File: config.mk
export PLATFORM = sky130hd
export DESIGN_NAME = dma_xfer_engine
export DESIGN_NICKNAME = d
export VERILOG_FILES = /design/src/rtl/dma_xfer_pkg.sv /design/src/rtl/dma_addr_track.sv /design/src/rtl/dma_item_count.sv /design/src/rtl/dma_ctrl_fsm.sv /design/src/rtl/dma_xfer_engine.sv
export SDC_FILE = /design/constraint.sdc
export NUM_CORES = 1
export LEC_CHECK = 0
export ABC_AREA = 1
export BUFFER_PORTS_ARGS = -buffer_cell sky130_fd_sc_hd__clkbuf_2
export CORE_ASPECT_RATIO = 0.7
export CORE_MARGIN = 1
export CORE_UTILIZATION = 40
export CTS_CLUSTER_DIAMETER = 200
export DETAILED_ROUTE_END_ITERATION = 8
export REMOVE_ABC_BUFFERS = 1
export SYNTH_ARGS = -nofsm -noshare
export SYNTH_HDL_FRONTEND = slang
export SYNTH_SLANG_ARGS = --single-unit
File: constraint.sdc
create_clock -name clk -period 3.65 [get_ports clk]
set_clock_uncertainty 0.1 [all_clocks]
set_input_delay 0.1825 -clock clk [delete_from_list [all_inputs] [get_ports clk]]
set_output_delay 0.1825 -clock clk [all_outputs]
set_load 0.1 [all_outputs]
File: src/rtl/dma_xfer_pkg.sv
package dma_xfer_pkg;

    localparam int DATA_W = 32;

    typedef enum logic [1:0] {
        SZ_BYTE = 2'b00,
        SZ_HALF = 2'b01,
        SZ_WORD = 2'b10,
        SZ_WIDE = 2'b11
    } item_size_e;

    typedef enum logic [2:0] {
        ST_IDLE,
        ST_ARM,
        ST_WAIT,
        ST_READ,
        ST_WRITE,
        ST_ACK,
        ST_DONE
    } chan_state_e;

    // Lane mask for an item of the given size code.
    function automatic logic [DATA_W-1:0] size_mask(input logic [1:0] sz);
        logic [DATA_W-1:0] m;
        unique case (item_size_e'(sz))
            SZ_BYTE: m = DATA_W'(32'h0000_00FF);
            SZ_HALF: m = DATA_W'(32'h0000_FFFF);
            default: m = '1;
        endcase
        return m;
    endfunction

    // Address step in bytes for an item of the given size code.
    function automatic logic [2:0] size_step(input logic [1:0] sz);
        logic [2:0] s;
        unique case (item_size_e'(sz))
            SZ_BYTE: s = 3'd1;
            SZ_HALF: s = 3'd2;
            default: s = 3'd4;
        endcase
        return s;
    endfunction

endpackage

File: src/rtl/dma_addr_track.sv
module dma_addr_track
    import dma_xfer_pkg::*;
#(
    parameter int ADDR_W = 32
) (
    input  logic              clk,
    input  logic              rst_n,
    input  logic              load,
    input  logic [ADDR_W-1:0] base,
    input  logic              advance,
    input  logic              inc_en,
    input  logic [1:0]        size,
    output logic [ADDR_W-1:0] cur
);

    logic [ADDR_W-1:0] step_ext;

    assign step_ext = inc_en ? ADDR_W'(size_step(size)) : '0;

    always_ff @(posedge clk or negedge rst_n) begin
        if (!rst_n) begin
            cur <= '0;
        end else if (load) begin
            cur <= base;
        end else if (advance) begin
            cur <= cur + step_ext;
        end
    end

endmodule

File: src/rtl/dma_item_count.sv
module dma_item_count #(
    parameter int CNT_W = 16
) (
    input  logic             clk,
    input  logic             rst_n,
    input  logic             load,
    input  logic [CNT_W-1:0] init,
    input  logic             dec,
    output logic [CNT_W-1:0] count,
    output logic             is_zero
);

    assign is_zero = (count == '0);

    always_ff @(posedge clk or negedge rst_n) begin
        if (!rst_n) begin
            count <= '0;
        end else if (load) begin
            count <= init;
        end else if (dec && !is_zero) begin
            count <= count - CNT_W'(1);
        end
    end

endmodule

File: src/rtl/dma_ctrl_fsm.sv
module dma_ctrl_fsm
    import dma_xfer_pkg::*;
(
    input  logic clk,
    input  logic rst_n,
    input  logic ch_en,
    input  logic per_req,
    input  logic bus_rdy,
    input  logic cnt_zero,
    output logic ld_cfg,
    output logic cap_data,
    output logic step_ptrs,
    output logic bus_req,
    output logic bus_we,
    output logic per_ack,
    output logic xfer_done
);

    chan_state_e state;
    chan_state_e nxt;

    // Next-state selection
    always_comb begin
        nxt = state;
        if (!ch_en) begin
            nxt = ST_IDLE;
        end else begin
            unique case (state)
                ST_IDLE:  nxt = ST_ARM;
                ST_ARM:   nxt = cnt_zero ? ST_DONE : ST_WAIT;
                ST_WAIT:  nxt = per_req ? ST_READ : ST_WAIT;
                ST_READ:  nxt = bus_rdy ? ST_WRITE : ST_READ;
                ST_WRITE: nxt = bus_rdy ? ST_ACK : ST_WRITE;
                ST_ACK:   nxt = cnt_zero ? ST_DONE : ST_WAIT;
                ST_DONE:  nxt = ST_DONE;
                default:  nxt = ST_IDLE;
            endcase
        end
    end

    // State register
    always_ff @(posedge clk or negedge rst_n) begin
        if (!rst_n) begin
            state <= ST_IDLE;
        end else begin
            state <= nxt;
        end
    end

    // Outputs per state
    always_comb begin
        ld_cfg    = 1'b0;
        cap_data  = 1'b0;
        step_ptrs = 1'b0;
        bus_req   = 1'b0;
        bus_we    = 1'b0;
        per_ack   = 1'b0;
        xfer_done = 1'b0;
        unique case (state)
            ST_IDLE: begin
                ld_cfg = ch_en;
            end
            ST_READ: begin
                bus_req  = 1'b1;
                cap_data = bus_rdy;
            end
            ST_WRITE: begin
                bus_req   = 1'b1;
                bus_we    = 1'b1;
                step_ptrs = bus_rdy;
            end
            ST_ACK: begin
                per_ack = 1'b1;
            end
            ST_DONE: begin
                xfer_done = 1'b1;
            end
            default: begin
            end
        endcase
    end

endmodule

File: src/rtl/dma_xfer_engine.sv
module dma_xfer_engine
    import dma_xfer_pkg::*;
#(
    parameter int ADDR_W = 32,
    parameter int CNT_W  = 16
) (
    input  logic              clk,
    input  logic              rst_n,
    input  logic              ch_en,
    input  logic              cfg_dir,
    input  logic [ADDR_W-1:0] cfg_per_base,
    input  logic [ADDR_W-1:0] cfg_mem_base,
    input  logic [CNT_W-1:0]  cfg_count,
    input  logic [1:0]        cfg_per_size,
    input  logic [1:0]        cfg_mem_size,
    input  logic              cfg_per_inc,
    input  logic              cfg_mem_inc,
    input  logic              per_req,
    output logic              per_ack,
    output logic              bus_req,
    output logic              bus_we,
    output logic [ADDR_W-1:0] bus_addr,
    output logic [1:0]        bus_size,
    output logic [31:0]       bus_wdata,
    input  logic [31:0]       bus_rdata,
    input  logic              bus_rdy,
    output logic              xfer_done,
    output logic [CNT_W-1:0]  remaining
);

    localparam int DW = DATA_W;

    logic              ld_cfg;
    logic              cap_data;
    logic              step_ptrs;
    logic              cnt_zero;
    logic [ADDR_W-1:0] per_cur;
    logic [ADDR_W-1:0] mem_cur;
    logic [ADDR_W-1:0] src_addr;
    logic [ADDR_W-1:0] dst_addr;
    logic [1:0]        src_size;
    logic [1:0]        dst_size;
    logic [DW-1:0]     hold_q;

    dma_ctrl_fsm u_fsm (
        .clk       (clk),
        .rst_n     (rst_n),
        .ch_en     (ch_en),
        .per_req   (per_req),
        .bus_rdy   (bus_rdy),
        .cnt_zero  (cnt_zero),
        .ld_cfg    (ld_cfg),
        .cap_data  (cap_data),
        .step_ptrs (step_ptrs),
        .bus_req   (bus_req),
        .bus_we    (bus_we),
        .per_ack   (per_ack),
        .xfer_done (xfer_done)
    );

    dma_addr_track #(.ADDR_W(ADDR_W)) u_per_addr (
        .clk     (clk),
        .rst_n   (rst_n),
        .load    (ld_cfg),
        .base    (cfg_per_base),
        .advance (step_ptrs),
        .inc_en  (cfg_per_inc),
        .size    (cfg_per_size),
        .cur     (per_cur)
    );

    dma_addr_track #(.ADDR_W(ADDR_W)) u_mem_addr (
        .clk     (clk),
        .rst_n   (rst_n),
        .load    (ld_cfg),
        .base    (cfg_mem_base),
        .advance (step_ptrs),
        .inc_en  (cfg_mem_inc),
        .size    (cfg_mem_size),
        .cur     (mem_cur)
    );

    dma_item_count #(.CNT_W(CNT_W)) u_count (
        .clk     (clk),
        .rst_n   (rst_n),
        .load    (ld_cfg),
        .init    (cfg_count),
        .dec     (step_ptrs),
        .count   (remaining),
        .is_zero (cnt_zero)
    );

    // Side selection by direction
    always_comb begin
        if (cfg_dir) begin
            src_addr = mem_cur;
            src_size = cfg_mem_size;
            dst_addr = per_cur;
            dst_size = cfg_per_size;
        end else begin
            src_addr = per_cur;
            src_size = cfg_per_size;
            dst_addr = mem_cur;
            dst_size = cfg_mem_size;
        end
    end

    // Captured item, zero-extended from the source size
    always_ff @(posedge clk or negedge rst_n) begin
        if (!rst_n) begin
            hold_q <= '0;
        end else if (cap_data) begin
            hold_q <= bus_rdata & size_mask(src_size);
        end
    end

    assign bus_addr  = bus_we ? dst_addr : src_addr;
    assign bus_size  = bus_we ? dst_size : src_size;
    assign bus_wdata = hold_q & size_mask(dst_size);

endmodule

==> results of run 1 <==
-- final cells by class --
class,instances,share of cell area [%]
multi-input cells,980,41.2
flip-flops and latches,115,26.1
repair buffers,308,18.5
inverters,177,6.04
clock buffers,17,3.85
well taps,270,3.06
clock inverters,15,1.24
-- synthesized netlist by cell type (all sizes together), types with 12 or more instances --
master and n:
nand4 12, clkbuf 14, dfrtp 115, nor3 14, o21ai 107, o31ai 16
nand3 111, nor2 195, nand2 430, a21oi 16, inv 177, buf 41
-- through the flow --
step / worst slack, ps / hold WS [ps] / total power (uW) / cell area (um^2)
floorplan: -26.3 / -213 / 6260 / 8080
global placement: 1310 / 182 / 7360 / 9560
detailed placement: 1240 / 178 / 7390 / 9560
CTS: 820 / 0.149 / 9110 / 11000
global route: 712 / 23.0 / 9660 / 11000
finish: 846 / 12.8 / 9100 / 11000
-- critical path, delay by kind of cell, from the launching register on --
| kind | cells | cell delay, ps |
|---|---|---|
| buffers and inverters | 2 | 810 |
| AND/OR/NAND/NOR | 2 | 300 |
| multiplexers | 1 | 390 |
| XOR/XNOR | 1 | 180 |
| flip-flops | 1 | 430 |
-- timing repair --
item / 4_1_cts / 5_1_grt
gates resized for setup: 0 / 0
hold buffers: 92 / 0
setup buffers: 0 / 0
endpoints found under the hold margin: 141 / 0
-- final timing paths --
path / end / cells past startpoint
worst max-delay path: bus_addr[1] / 6
worst min-delay path: u_count.count[7] / 5
worst max register to register: u_mem_addr.cur[20] / 10
worst min register to register: hold_q[6] / 2
max in group asynchronous: hold_q[25] / 3
min in group asynchronous: u_mem_addr.cur[23] / 2
-- sequential cells by signal, summed over array words and instances (netlist names) --
signal	count
u_mem_addr.cur	32
u_per_addr.cur	32
u_fsm.state	3
u_count.count	16
hold_q	32
-- power by group --
| part | switching, uW | internal, uW |
|---|---|---|
| logic | 4000 | 1070 |
| clock network | 666 | 939 |
| registers | 649 | 1780 |
| total | 5310 | 3790 |
-- routing by layer --
metal,up-vias,share of wire (%)
met5,-,0
met1,4195,48
li1,4740,-
met2,321,44
met3,24,7.0
met4,0,1.4
-- kinds of logic (layout without fill, tap and decap cells) --
kind of cell	count (synthesis)	count (layout)	share of synthesized area (%)
AO/OA/AOI/OAI	178	178	12.2
XOR/XNOR	8	8	0.925
adder cells (fa/ha/maj)	10	10	1.67
buffers and inverters	232	517	11.6
flip-flops	115	115	34.3
multiplexers	4	4	0.537
AND/OR/NAND/NOR	780	780	38.8
==> summary.md, run 1 <==
| Metric | Value |
|---|---|
| Die height | 123 um |
| Hold crit path type | input pin to register |
| Kind of critical path | register to output port |
| Type of element capturing the critical path | output port |
| Reg-to-Reg Start | u_fsm.state[1] |
| Global Route met3 Usage | 4.98% |
| Final HPWL DP | 20300 um |
| Leak pwr | 0.00570 uW |
| CTS tree | built |
| Worst setup path startpoint | u_fsm.state[1] |
| Initial Util | 41.6% |
| Layout Nets | 1733 |
| Clock Sinks | 115 |
| DRT Pass-1 Iters | 5 |
| Global placement routability congestion | 0.906 |
| Sequential area share after synthesis | 34.3% |
| Yosys cell types | 43 |
| Crit-path max FO | 58 |
| Crit path DAT | 2520 ps |
| Most Used Layer, Global Route | met2 |
| Slowest stage delay, CP | 430 ps |
| Met1 usage | 38.6% |
| Post-route antenna net violation count | 0 |
| Measured slew at the worst slew-check pin | 843 ps |
| ANT cells | 0 |
| Hold Violations, Final | 0 |
| DRC | 0 |
| Initial antenna violation count | 0 |
| Most common cell after layout, fill and taps aside | nand2_1 |
| Top-area cell type share of the netlist area | 34.3% |
| Hold Path Origin | cfg_count[7] |
| Crit start category | register |
| Rows | 43 |
| Status | finished clean |
| Critical path's slowest cell | dfrtp_1 |
| Final setup viols | 0 |
| Max-Cap Viols | 0 |
| Met2 usage | 41.4% |
| Main synth FF type | dfrtp_1 |
| Area Growth Syn to Fin | 31.7% |
| DR iter-0 viols | 681 |
| PortBufs | 209 |
| Rel. slew slack | 43.8% |
| Congestion Overflow GR | 0 |
| Clk buf depth | 2 |
| Largest net degree at the start of global routing | 68 |
| R2r setup slk | 1260 ps |
| Multi-input gate area | 4550 um^2 |
| Clk_lat worst skew | 420 ps |
| Htree depth | 4 |
| Vias in the first global route | 8670 |
| Final Slew Violations | 0 |
| Core area | 20200 um^2 |
| Synthesized area per cell | 6.32 um^2 |
| Share of cells above drive strength 1 | 17.1% |
| Async set-or-reset flop fraction in the synthesized netlist | 100% |
| #FFs+latches synth | 115 |
| # IOs | 210 |
| Vias post-DR | 9280 |
| Post-synth EDFFs | 0 |
| Ys Warns | 0 |
| Placed insts | 1758 |
| Root buf cell | clkbuf_16 |
| Fillers | 2086 |
| Tmin final | 2800 ps |
| Top cells by area, synth | dfrtp_1 34%, nand2_1 19%, nor2_1 8.5% |
| Commonest non-fill, non-tap cells in the layout | 424 x nand2_1, 208 x clkbuf_2, 190 x nor2_1 |
| Power per Cell Area | 824 nW/um^2 |
| Vias/cell | 4.93 |
| Routed Wire Length | 28100 um |
| Final Non-Filler Cells | 1882 |
| Worst vdd ir | 0.000789 V |
| WP data required | 3370 ps |
| Max Freq | 357 MHz |
| Wire per inst | 14.9 um |
| Final Util | 54.7% |
| Setup TNS Final | 0 ps |
| GRT Total Usage | 26.9% |
| Cell taking the most area after synthesis | dfrtp_1 |
| Die area | 21500 um^2 |
| FF/Latch Area | 2880 um^2 |
| CTS Buf Count | 17 |
| Unrepaired setup endpoints after global routing | false |
| Die width | 175 um |
| Synthesized area | 8380 um^2 |
| Fin crit share | 76.8% |
| First-pass GRT wire length | 45000 um |
| Gate Count Post-Synth | 1327 |
| Clk slew on worst S/H paths | 60 ps |
| Worst path cell trace | nor2_4 > nand2_4 > xor2_4 > buf_4 > mux2_2 > clkbuf_2 |
Power figures use the tool's default switching activity.
==> inputs of run 2 (changes only) <==
--- a/config.mk
+++ b/config.mk
@@ -5,7 +5,7 @@
 export SDC_FILE = /design/constraint.sdc
 export NUM_CORES = 1
 export LEC_CHECK = 0
-export ABC_AREA = 1
+export ABC_AREA = 0
 export BUFFER_PORTS_ARGS = -buffer_cell sky130_fd_sc_hd__clkbuf_2
 export CORE_ASPECT_RATIO = 0.7
 export CORE_MARGIN = 1
==> constraint.sdc (replaced) <==
create_clock -name clk -period 2.9 [get_ports clk]
set_clock_uncertainty 0.1 [all_clocks]
set_input_delay 0.145 -clock clk [delete_from_list [all_inputs] [get_ports clk]]
set_output_delay 0.145 -clock clk [all_outputs]
set_load 0.1 [all_outputs]
==> run 2 against run 1 <==
Net effect:
- die area decreased by 18%
- first-iteration DRC count down 28%
- final cell count fell by 32%
- utilization up 5.4 points
- synthesized cell count is 45% lower
- synthesized area decreased by 18%
- via count shrank 27%
- sequential cell count did not move
- power shrank 4.5%
- hold slack better by 41 ps
- highest routed layer is now met5
==> summary.md, run 2 <==
| Metric | Value |
|---|---|
| Status | finished clean |
| Kind of critical path | register to output port |
| Hold Violations, Final | 0 (unchanged) |
| Post-route design area | 9910 um^2 (-10%) |
| Sw Ratio | 47.6% (-11 points) |
| Congestion Overflow GR | 0 (unchanged) |
| Cell taking the most area after synthesis | dfrtp_1 |
| Htree depth | 4 (unchanged) |
| Vias in the first global route | 6549 (-24%) |
| Routed Wire Length | 21700 um (-23%) |
| Clock share of power | 27.5% (+9.9 points) |
| R2R cell count | 7 (-3) |
| Int Power | 4550 uW (+20%) |
| Layout Nets | 1171 (-32%) |
| Critical path's slowest cell | dfrtp_1 |
| Ys Warns | 0 (unchanged) |
| Placed insts | 1130 (-36%) |
| Root buf cell | clkbuf_16 |
| #FFs+latches synth | 115 (unchanged) |
| Die area | 17600 um^2 (-18%) |
| Vias/cell | 5.28 (+7.1%) |
| ANT cells | 0 (unchanged) |
| Die height | 111 um (-9.5%) |
| Share of cells above drive strength 1 | 30.0% (+13 points) |
| Setup bufs post-CTS | 0 (unchanged) |
| Tmin final | 2740 ps |
| Setup TNS Final | 0 ps (unchanged) |
| Final Slew Violations | 0 (unchanged) |
| Commonest non-fill, non-tap cells in the layout | 174 x clkbuf_2, 115 x dfrtp_1, 113 x dlygate4sd3_1 |
| Max-Cap Viols | 0 (unchanged) |
| R2r setup slk | 220 ps (-1040 ps) |
| Type of element capturing the critical path | output port |
| Area Growth Syn to Fin | 45.0% |
| Global placement routability congestion | 0.853 (-5.8%) |
| Power per Cell Area | 877 nW/um^2 (+6.4%) |
| Worst path bufs/invs | 2 (unchanged) |
| Largest net degree at the start of global routing | 62 (-8.8%) |
| Hold Path Origin | cfg_per_base[28] |
| Worst flop-to-flop path endpoint | u_count.count[11] |
| Leak pwr | 0.00437 uW (-23%) |
| Crit path DAT | 2490 ps (-30 ps) |
| Die width | 158 um (-9.6%) |
| Final Non-Filler Cells | 1275 (-32%) |
| Hold EP | u_per_addr.cur[28] |
| Slowest stage delay, CP | 460 ps (+30 ps) |
| DR iter-0 viols | 491 (-28%) |
| # IOs | 210 (unchanged) |
| Seq pwr share | 28.5% (+1.8 points) |
| DRT Pass-1 Iters | 5 (unchanged) |
| Worst setup path startpoint | u_fsm.state[1] |
| Sequential area share after synthesis | 42.1% (+7.8 points) |
| CTS tree | built |
| Unrepaired setup endpoints after global routing | false |
| Post-route antenna net violation count | 0 (unchanged) |
| Biggest regs | hold_q: 32 flops, u_mem_addr.cur: 32 flops, u_per_addr.cur: 32 flops |
| Crit start category | register |
| Switching pwr | 4140 uW (-22%) |
| Clk slew on worst S/H paths | 60 ps (about the same) |
| Final setup viols | 0 (unchanged) |
| Measured slew at the worst slew-check pin | 730 ps (-113 ps) |
| Fin crit share | 94.5% |
| Comb pwr share | 43.9% (-12 points) |
| Post-synth EDFFs | 0 (unchanged) |
| Clk_lat worst skew | 410 ps (about the same) |
| Top-area cell type share of the netlist area | 42.1% (+7.8 points) |
| Gate Count Post-Synth | 731 (-45%) |
| Most common cell in the synthesized netlist | dfrtp_1 |
| Yosys cell types | 60 (+40%) |
| Top Family by Delay on Critical Path | buffers and inverters |
| Post-synth top cells | 115 x dfrtp_1, 99 x nand2_1, 54 x o21ai_0 |
| Max Freq | 365 MHz |
| Hold path cells | 4 (-1) |
| Synthesized area per cell | 9.35 um^2 (+48%) |
| Main synth FF type | dfrtp_1 |
| Initial antenna violation count | 1 (+1) |
| Clk buf depth | 2 (unchanged) |
| WP data required | 2650 ps (-720 ps) |
| Worst path cell trace | nor2_1 > nand2_1 > xor2_4 > buf_12 > o21ai_0 > clkbuf_4 |
| Worst vdd ir | 0.000550 V (-30%) |
| Crit-path max FO | 36 (-38%) |
| Vias post-DR | 6736 (-27%) |
| Synthesized area | 6840 um^2 (-18%) |
| GRT Total Usage | 25.3% (-1.5 points) |
| Most common cell after layout, fill and taps aside | clkbuf_2 |
| Wire per inst | 17.0 um (+14%) |
| DRC | 0 (unchanged) |
| Reg-to-Reg Start | u_count.count[0] |
| Final HPWL DP | 14800 um (-27%) |
| Core area | 16500 um^2 (-18%) |
| Clock Sinks | 115 (unchanged) |
| Hold crit path type | input pin to register |
| Async set-or-reset flop fraction in the synthesized netlist | 100% (unchanged) |
| Top cells by area, synth | dfrtp_1 42%, mux2_2 7.1%, nand2_1 5.4% |
| Rows | 39 (-9.3%) |
| CTS Buf Count | 17 (unchanged) |
| PortBufs | 209 (unchanged) |
| Dpl cell area | 8110 um^2 (-15%) |
| Initial Util | 41.4% (-0.11 points) |
| First-pass GRT wire length | 34500 um (-23%) |
| Rel. slew slack | 50.9% (+7.1 points) |
-- run 2: changes by cell type in the layout (fill, tap and decap cells not counted), moves of 30 or more --
cell / previous run / this run
o21ai_0: 93 / 54
nor2_1: 190 / 27
xnor2_1: 3 / 33
buf_2: 0 / 32
nand2_1: 424 / 99
inv_1: 173 / 11
clkbuf_2: 208 / 174
mux2_2: 4 / 43
nand3_1: 110 / 41
-- run 2: tightest hold or removal path, stage by stage --
cell and delay (ps):
clkbuf_2 110, nor2_1 110, a31oi_1 40, a21boi_0 120
-- run 2: routing by layer --
layer | vias up | share of wire, % | global-route usage, %
met3 | 29 | 6.4 | 5.64
met4 | 2 | 1.5 | 6.35
li1 | 3244 | - | -
met1 | 3202 | 49 | 37.1
met2 | 259 | 43 | 37.6
met5 | - | 0.060 | 0
-- run 2: cell families (layout without fill, tap and decap cells) --
family / after synthesis / count (layout) / share of synthesized area, %
buffers and inverters: 62 / 381 / 4.23
and+or+nand+nor: 308 / 308 / 24.0
DFF: 115 / 115 / 42.1
xor gates and xnor gates: 58 / 58 / 7.43
adders and majority gates: 10 / 10 / 2.05
AOI/OAI and AO/OA: 130 / 130 / 12.4
muxes: 48 / 48 / 7.82
-- run 2: stage by stage --
step	setup WS, ps	total power, uW	hold slack, ps	utilization, %
floorplan	-1490	5400	-251	-
finish	161	8690	54.2	60.1
CTS	75.2	8710	31.9	60.1
global route	5.62	9050	60.7	60.1
global placement	320	6150	31.9	49.2
detailed placement	233	6170	27.5	49.2
-- run 2: cell type report --
cell class / count / area (um^2)
Sequential cell: 115 / 2880
Clock buffer: 17 / 425
Multi-Input combinational cell: 554 / 3690
Tap cell: 225 / 282
Clock inverter: 15 / 236
Fill cell: 1421 / 6580
Inverter: 11 / 41.3
Timing Repair Buffer: 338 / 2350
-- run 2: worst max-delay path by stage --
stage                                    to  slack [ps]  cells past startpoint
after floorplan                bus_addr[17]       -1490                      4
after global placement     u_count.count[7]         320                      7
after detailed placement  u_count.count[11]         230                      7
after CTS                      bus_addr[25]          80                      6
after global routing           bus_addr[17]           6                      7
final                          bus_addr[25]         160                      6
-- run 2: repair_timing --
| action | 4_1_cts | 5_1_grt |
|---|---|---|
| gates resized for setup | 0 | 34 |
| setup endpoints to repair | 0 | 33 |
| hold buffers | 113 | 0 |
| hold endpoints to repair | 146 | 0 |
-- run 2: power groups by stage --
stage	sequential, uW	combinational [uW]	clock [uW]
floorplan	3070	2340	0
detailed placement	2480	3690	0
finish	2480	3820	2390
global placement	2470	3680	0
CTS	2460	3820	2430
global route	2540	4010	2500
